### config.mk
export PLATFORM = sky130hd
export DESIGN_NAME = dirty_line_map
export DESIGN_NICKNAME = d
export VERILOG_FILES = /design/src/rtl/dlm_pkg.sv /design/src/rtl/dlm_wr_decode.sv /design/src/rtl/dlm_map_store.sv /design/src/rtl/dirty_line_map.sv
export SDC_FILE = /design/constraint.sdc
export NUM_CORES = 2
export LEC_CHECK = 0
export ABC_CLOCK_PERIOD_IN_PS = 2700
export BUFFER_PORTS_ARGS = -buffer_cell sky130_fd_sc_hd__buf_2
export CAP_MARGIN = 0
export CORE_MARGIN = 4
export CORE_UTILIZATION = 40
export CTS_CLUSTER_DIAMETER = 200
export DETAILED_ROUTE_END_ITERATION = 7
export MAX_ROUTING_LAYER = met4
export PLACE_DENSITY_LB_ADDON = 0.08
export SLEW_MARGIN = 20
export SYNTH_ARGS = -nofsm -noshare
export SYNTH_HDL_FRONTEND = slang
export SYNTH_HIERARCHICAL = 1
export SYNTH_SLANG_ARGS = --single-unit
### constraint.sdc
create_clock -name clk -period 2.7 [get_ports clk]
set_clock_uncertainty 0.2 [all_clocks]
set_input_delay 0.135 -clock clk [delete_from_list [all_inputs] [get_ports clk]]
set_output_delay 0.135 -clock clk [all_outputs]
set_load 0.05 [all_outputs]
### src/rtl/dlm_pkg.sv
package dlm_pkg;

  // log2 of the tracked line size in bytes
  localparam int unsigned LINE_SHIFT = 6;

  // Length code of an observed write, in bytes
  function automatic logic [6:0] size_bytes(input logic [2:0] code);
    case (code)
      3'd0:    return 7'd1;
      3'd1:    return 7'd2;
      3'd2:    return 7'd4;
      3'd3:    return 7'd8;
      default: return 7'd64;
    endcase
  endfunction

endpackage

### src/rtl/dlm_wr_decode.sv
module dlm_wr_decode #(
  parameter int ADDR_W = 20,
  parameter int LINES  = 512
) (
  input  logic                     clk,
  input  logic                     rst_n,
  input  logic                     wr_valid,
  input  logic [ADDR_W-1:0]        wr_addr,
  input  logic [2:0]               wr_size,
  output logic                     a_vld,
  output logic [$clog2(LINES)-1:0] a_idx,
  output logic                     b_vld,
  output logic [$clog2(LINES)-1:0] b_idx,
  output logic                     oor_hit
);
  import dlm_pkg::*;

  localparam int IDX_W  = $clog2(LINES);
  localparam int LINE_W = ADDR_W - LINE_SHIFT;

  logic [ADDR_W:0] last_byte;
  logic [LINE_W:0] first_ln;
  logic [LINE_W:0] last_ln;
  logic            first_in;
  logic            last_in;
  logic            spans;

  always_comb begin
    last_byte = {1'b0, wr_addr} + {{(ADDR_W-6){1'b0}}, size_bytes(wr_size)}
                - (ADDR_W+1)'(1);
    first_ln  = {1'b0, wr_addr[ADDR_W-1:LINE_SHIFT]};
    last_ln   = last_byte[ADDR_W:LINE_SHIFT];
    first_in  = first_ln < (LINE_W+1)'(LINES);
    last_in   = last_ln  < (LINE_W+1)'(LINES);
    spans     = last_ln != first_ln;
    a_vld     = wr_valid && first_in;
    a_idx     = first_ln[IDX_W-1:0];
    b_vld     = wr_valid && spans && last_in;
    b_idx     = last_ln[IDX_W-1:0];
    oor_hit   = wr_valid && (!first_in || (spans && !last_in));
  end

  // a second mark always belongs to the line right after the first
  p_pair_adjacent_r4: assert property (@(posedge clk) disable iff (!rst_n)
    b_vld |-> (a_vld && (b_idx == a_idx + IDX_W'(1))));

endmodule

### src/rtl/dlm_map_store.sv
module dlm_map_store #(
  parameter int LINES = 512
) (
  input  logic                     clk,
  input  logic                     rst_n,
  input  logic                     a_vld,
  input  logic [$clog2(LINES)-1:0] a_idx,
  input  logic                     b_vld,
  input  logic [$clog2(LINES)-1:0] b_idx,
  input  logic                     phase_end,
  output logic [LINES-1:0]         snap
);
  localparam int IDX_W = $clog2(LINES);

  logic [LINES-1:0] set_vec;
  logic [LINES-1:0] live_d, live_q;
  logic [LINES-1:0] snap_q;

  for (genvar i = 0; i < LINES; i++) begin : g_bit
    assign set_vec[i] = (a_vld && (a_idx == IDX_W'(i))) ||
                        (b_vld && (b_idx == IDX_W'(i)));
  end

  // next state of the live map: clear on phase end, then merge this cycle's marks
  always_comb begin
    live_d = phase_end ? '0 : live_q;
    live_d = live_d | set_vec;
  end

  always_ff @(posedge clk or negedge rst_n) begin
    if (!rst_n) live_q <= '0;
    else        live_q <= live_d;
  end

  // snapshot register, enabled by the phase-end command only
  always_ff @(posedge clk or negedge rst_n) begin
    if (!rst_n)         snap_q <= '0;
    else if (phase_end) snap_q <= live_q;
  end

  assign snap = snap_q;

  // live bits only accumulate within a phase
  p_bits_sticky_r3: assert property (@(posedge clk) disable iff (!rst_n)
    !phase_end |=> ((live_q & $past(live_q)) == $past(live_q)));

  // one write marks at most two lines
  p_at_most_two_r4: assert property (@(posedge clk) disable iff (!rst_n)
    $countones(set_vec) <= 2);

  // phase end freezes the pre-edge live map
  p_snap_take_r5: assert property (@(posedge clk) disable iff (!rst_n)
    phase_end |=> (snap_q == $past(live_q)));

  // snapshot holds between phase ends
  p_snap_hold_r5: assert property (@(posedge clk) disable iff (!rst_n)
    !phase_end |=> $stable(snap_q));

endmodule

### src/rtl/dirty_line_map.sv
module dirty_line_map #(
  parameter int ADDR_W = 20,
  parameter int LINES  = 512,
  parameter int WORD_W = 64
) (
  input  logic                              clk,
  input  logic                              rst_n,
  input  logic                              wr_valid,
  input  logic [ADDR_W-1:0]                 wr_addr,
  input  logic [2:0]                        wr_size,
  input  logic                              phase_end,
  input  logic                              rd_en,
  input  logic [$clog2(LINES/WORD_W)-1:0]   rd_word,
  output logic [WORD_W-1:0]                 rd_data,
  output logic                              oor_flag
);
  localparam int IDX_W  = $clog2(LINES);
  localparam int NWORDS = LINES / WORD_W;

  logic             a_vld, b_vld, oor_hit;
  logic [IDX_W-1:0] a_idx, b_idx;
  logic [LINES-1:0] snap;
  logic [WORD_W-1:0] words [NWORDS];
  logic [WORD_W-1:0] rd_d, rd_q;
  logic             oor_d, oor_q;

  dlm_wr_decode #(.ADDR_W(ADDR_W), .LINES(LINES)) u_decode (
    .clk(clk), .rst_n(rst_n),
    .wr_valid(wr_valid), .wr_addr(wr_addr), .wr_size(wr_size),
    .a_vld(a_vld), .a_idx(a_idx), .b_vld(b_vld), .b_idx(b_idx),
    .oor_hit(oor_hit)
  );

  dlm_map_store #(.LINES(LINES)) u_store (
    .clk(clk), .rst_n(rst_n),
    .a_vld(a_vld), .a_idx(a_idx), .b_vld(b_vld), .b_idx(b_idx),
    .phase_end(phase_end), .snap(snap)
  );

  for (genvar w = 0; w < NWORDS; w++) begin : g_word
    assign words[w] = snap[w*WORD_W +: WORD_W];
  end

  always_comb begin
    rd_d  = rd_en ? words[rd_word] : rd_q;
    oor_d = (phase_end ? 1'b0 : oor_q) | oor_hit;
  end

  always_ff @(posedge clk or negedge rst_n) begin
    if (!rst_n) begin
      rd_q  <= '0;
      oor_q <= 1'b0;
    end else begin
      rd_q  <= rd_d;
      oor_q <= oor_d;
    end
  end

  assign rd_data  = rd_q;
  assign oor_flag = oor_q;

  // registered word follows the selected snapshot word
  p_rd_word_r6: assert property (@(posedge clk) disable iff (!rst_n)
    rd_en |=> (rd_q == $past(words[rd_word])));

  // output holds without a read
  p_rd_hold_r6: assert property (@(posedge clk) disable iff (!rst_n)
    !rd_en |=> $stable(rd_q));

  // the flag persists until a phase end
  p_oor_sticky_r7: assert property (@(posedge clk) disable iff (!rst_n)
    (oor_q && !phase_end) |=> oor_q);

endmodule

==> metrics.md <==
| Metric | Value |
|---|---|
| Worst Path Arrival | `about 3.8 ns` |
| Relative slew slack | `0.330` |
| Number of flops mapped to enable cells by yosys | `0` |
| Dpl ws | `-1.64 ns` |
| M2 GR Usage | `0.393` |
| Max stage delay on crit path | `0.43 ns` |
| Hold_ws | `-0.0350 ns` |
| Clock sinks | `1089` |
| Largest delay share family, worst path | `simple AND/OR/NAND/NOR gates` |
| Total wire length | `~170 mm` |
| Antenna Nets Post-Route | `0` |
| Worst EP required | `3.08 ns` |
| WP buf/inv | `3` |
| WS Path Type | `in2reg` |
| GRT Max-Usage Layer | `met2` |
| Detailed-route via count | `approximately 35k` |
| Asr flop ratio synth | `1.00` |
| CTS H-Tree Depth | `3` |
| Mapped Avg Cell Area | `between 10 and 15 µm²` |
| Routed length per placed instance | `roughly 28 µm` |
| Final hold vios | `1` |
| Hold buffer count at cts | `19` |
| Final Setup Violations | `513` |
| Final Cycle Share | `1.27` |
| CP endpoint kind | `flop` |
| Leading cell types in the layout, fill and taps excluded | `dfrtp_1, nand2b_1, mux2_2, o221ai_2, buf_4` |
| Die width | `361 µm` |
| Core Box Area | `approximately 120000 µm²` |
| Placed cells | `5708` |
| Layout fillers | `10.7k` |
| CP Launch Type | `input port` |
| Violated checks | `negative hold slack, negative setup slack` |
| FP Rows | `129` |
| Critical path peak fanout | `8` |
| Pwr/cell area | `just under 600 nW/µm²` |
| Vias per cell | `around 5.9` |
| Slew @ Worst Pin | `1.00 ns` |
| Status | `complete, but fails checks` |
| Worst Setup Slack, final | `-0.716 ns` |
| Iter 0 DRT Violations | `2856` |
| Crit path top cell by count | `ha_4` |
| DIE AREA | `130000 µm²` |
| Top cells by area, synth | `dfrtp_1, mux2_2, o221ai_1` |
| Post-route cell area | `between 60000 and 70000 µm²` |
| Initial antenna violation count | `2` |
| Clk_lat worst skew | `~0.73 ns` |
| Share of cells above drive strength 1 | `0.407` |
| GR Util met1 | `0.389` |
| Layout Nets | `roughly 4.3k` |
| Residual DRC count | `0` |
| Root buffer cell | `clkbuf_16` |
| Synth cell types | `66` |
| Worst-path clk slew | `about 0.06 ns` |
| Seq/Total Area, Yosys | `0.548` |
| Area after DPL | `56500 µm²` |
| Initial Utilization | `0.402` |
| Total CTS buffers | `~120` |
| Syn. warnings | `6` |
| Global-route wire length before repair | `251 mm` |
| TritonRoute pass-1 iters | `5` |
| Non-filler cells, final | `5972` |
| Die height | `361 µm` |
| GRT met3 Usage | `0.0286` |
| Worst Hold Class | `in2reg` |
| Pwr Total | `between 30 and 40 mW` |
| Global placer's final weighted congestion | `0.841` |
| Fin crit period | `3.42 ns` |
| VDD IR max | `519 µV` |
| Largest net degree at the start of global routing | `112` |
| Leading area contributor after synthesis | `dfrtp_1` |
| Unrepaired setup endpoints after global routing | `yes` |
| Synthesized area | `49700 µm²` |
| Crit-path cells | `buf_8 -> nor2_4 -> nand2_2 -> ha_4 -> inv_2 -> ha_4 -> nand2b_4 -> a221o_1 -> and3_1 -> a32o_1 -> or4_4 -> a2111oi_4 -> and4bb_1 -> nand4_1 -> and4_4 -> and4b_4 -> nand2_4 -> clkbuf_16 -> o221ai_1` |
| FMAX | `0.293 GHz` |
| Syn nets | `approximately 4.0k` |
| CTS tree | `yes` |
| Cells after Synth | `3961` |
| Synthesis-stage register bit count | `~1.1k` |
| Vias in the first global route | `35.8k` |
| Slew Viols, Final | `0` |
| P_leak | `28.9 nW` |
| Total congestion overflow | `0` |
| Clock buffer depth | `3` |
| Port Buffers | `95` |
| Post-DP HPWL | `104 mm` |
| Total track usage | `0.264` |
| Synth top area share | `0.548` |
| Max cap viols | `0` |
| Slowest CP cell | `or4_4` |
| IO Pins | `96` |
| Top FF cell, synth | `dfrtp_1` |
| P&R area growth vs syn | `27.7%` |
| Commonest non-fill, non-tap cell in the layout | `dfrtp_1` |
==> path summary, 6_finish.rpt <==
| kind | start | end | slack [ns] | depth (start not counted) |
|---|---|---|---|---|
| max reg2reg | u_store/snap[510]$_DFFE_PN0P_ | rd_data[62]$_DFFE_PN0P_ | 0.43 | 5 |
| min reg2reg | u_store/live_q[222]$_DFF_PN0_ | u_store/snap[222]$_DFFE_PN0P_ | 0.28 | 1 |
| min in group asynchronous | rst_n | u_store/live_q[395]$_DFF_PN0_ | 0.51 | 3 |
| max in group asynchronous | rst_n | u_store/live_q[31]$_DFF_PN0_ | 0.61 | 5 |
| min | wr_addr[18] | oor_flag$_DFF_PN0_ | -0.04 | 6 |
| max | wr_size[2] | u_store/live_q[288]$_DFF_PN0_ | -0.72 | 19 |
==> registers in the layout, summed over array words and instances, names as in the netlist <==
register        flops
rd_data            64
u_store/snap      512
oor_flag            1
u_store/live_q    512
==> metal layers <==
metal	vias to the layer above	wire length, µm
met5	-	0
met4	0	3570
met3	185	6610
met2	763	77100
met1	18600	82600
li1	15500	-
==> metrics by stage <==
step	utilization	hold slack, ns	setup TNS (ns)
final	0.513	-0.0350	-314.73
after detailed placement	0.457	-0.149	-790.82
after global placement	0.457	-0.143	-767.86
after CTS	0.503	-0.0921	-280.08
after floorplan	-	-0.361	-494.36
after global routing	0.513	-0.00602	-350.28
==> cell usage after synthesis, drive strengths merged, types with 2 or more instances <==
master      n
dfrtp    1089
nand2b    516
mux2      514
o221ai    513
mux2i     194
buf       193
clkbuf    176
nor2b     129
nand3      98
nand2      95
a211o      65
a41o       65
a22oi      64
inv        35
ha         24
nor2       22
a21oi      20
and2b      19
xnor2      16
a21o       10
nand4      10
o21ai      10
xor2        8
and4bb      7
and4b       6
nor4        6
nor3        5
and2        4
and4        4
o21bai      4
o31ai       4
a2111oi     3
a211oi      3
a31o        3
a31oi       3
and3        3
nor4b       3
a221oi      2
o21a        2
or3         2
xnor3       2
==> area by class of cell <==
cell class	instances	area, µm²	area share
multi-input cells	2469	24400	0.385
clock inverters	25	238	0.00375
diodes	5	12.5	0.000197
flip-flops and latches	1089	27300	0.429
clock buffers	191	3630	0.0572
inverters	35	131	0.00207
well taps	1637	2050	0.0323
repair buffers	521	5740	0.0904
==> where the power goes <==
group / total [mW] / internal (mW) / leakage, nW / switching, mW
registers: 16.5 / 16.4 / 15.1 / 0.0859
logic: 5.17 / 1.69 / 11.8 / 3.48
clock network: 16.2 / 9.41 / 1.91 / 6.76
==> worst register-to-register path: stages (launching register included) <==
cell and delay, ns:
dfrtp_1 0.39, mux2i_1 0.13, nand3_1 0.08, dlygate4sd3_1 0.57, a41o_1 0.22, dlygate4sd3_1 0.55
==> kinds of logic (layout without fill, tap and decap cells) <==
| logic type | Yosys count | in the layout | synth area share |
|---|---|---|---|
| flip-flops | 1089 | 1089 | 0.548 |
| AND/OR/NAND/NOR | 930 | 931 | 0.111 |
| AO/OA/AOI/OAI | 780 | 780 | 0.135 |
| multiplexers | 708 | 708 | 0.156 |
| buffers and inverters | 404 | 772 | 0.0386 |
| XOR/XNOR | 26 | 26 | 0.00544 |
| adder cells (fa/ha/maj) | 24 | 24 | 0.00604 |
| other | 0 | 5 | 0 |
==> what timing repair did <==
item,4_1_cts,5_1_grt
setup buffers,4,5
pin swaps,57,78
gates resized for setup,232,166
hold endpoints to repair,1595,1
setup endpoints to repair,513,513
cloned,9,6
(Power assumes the default switching activity.)
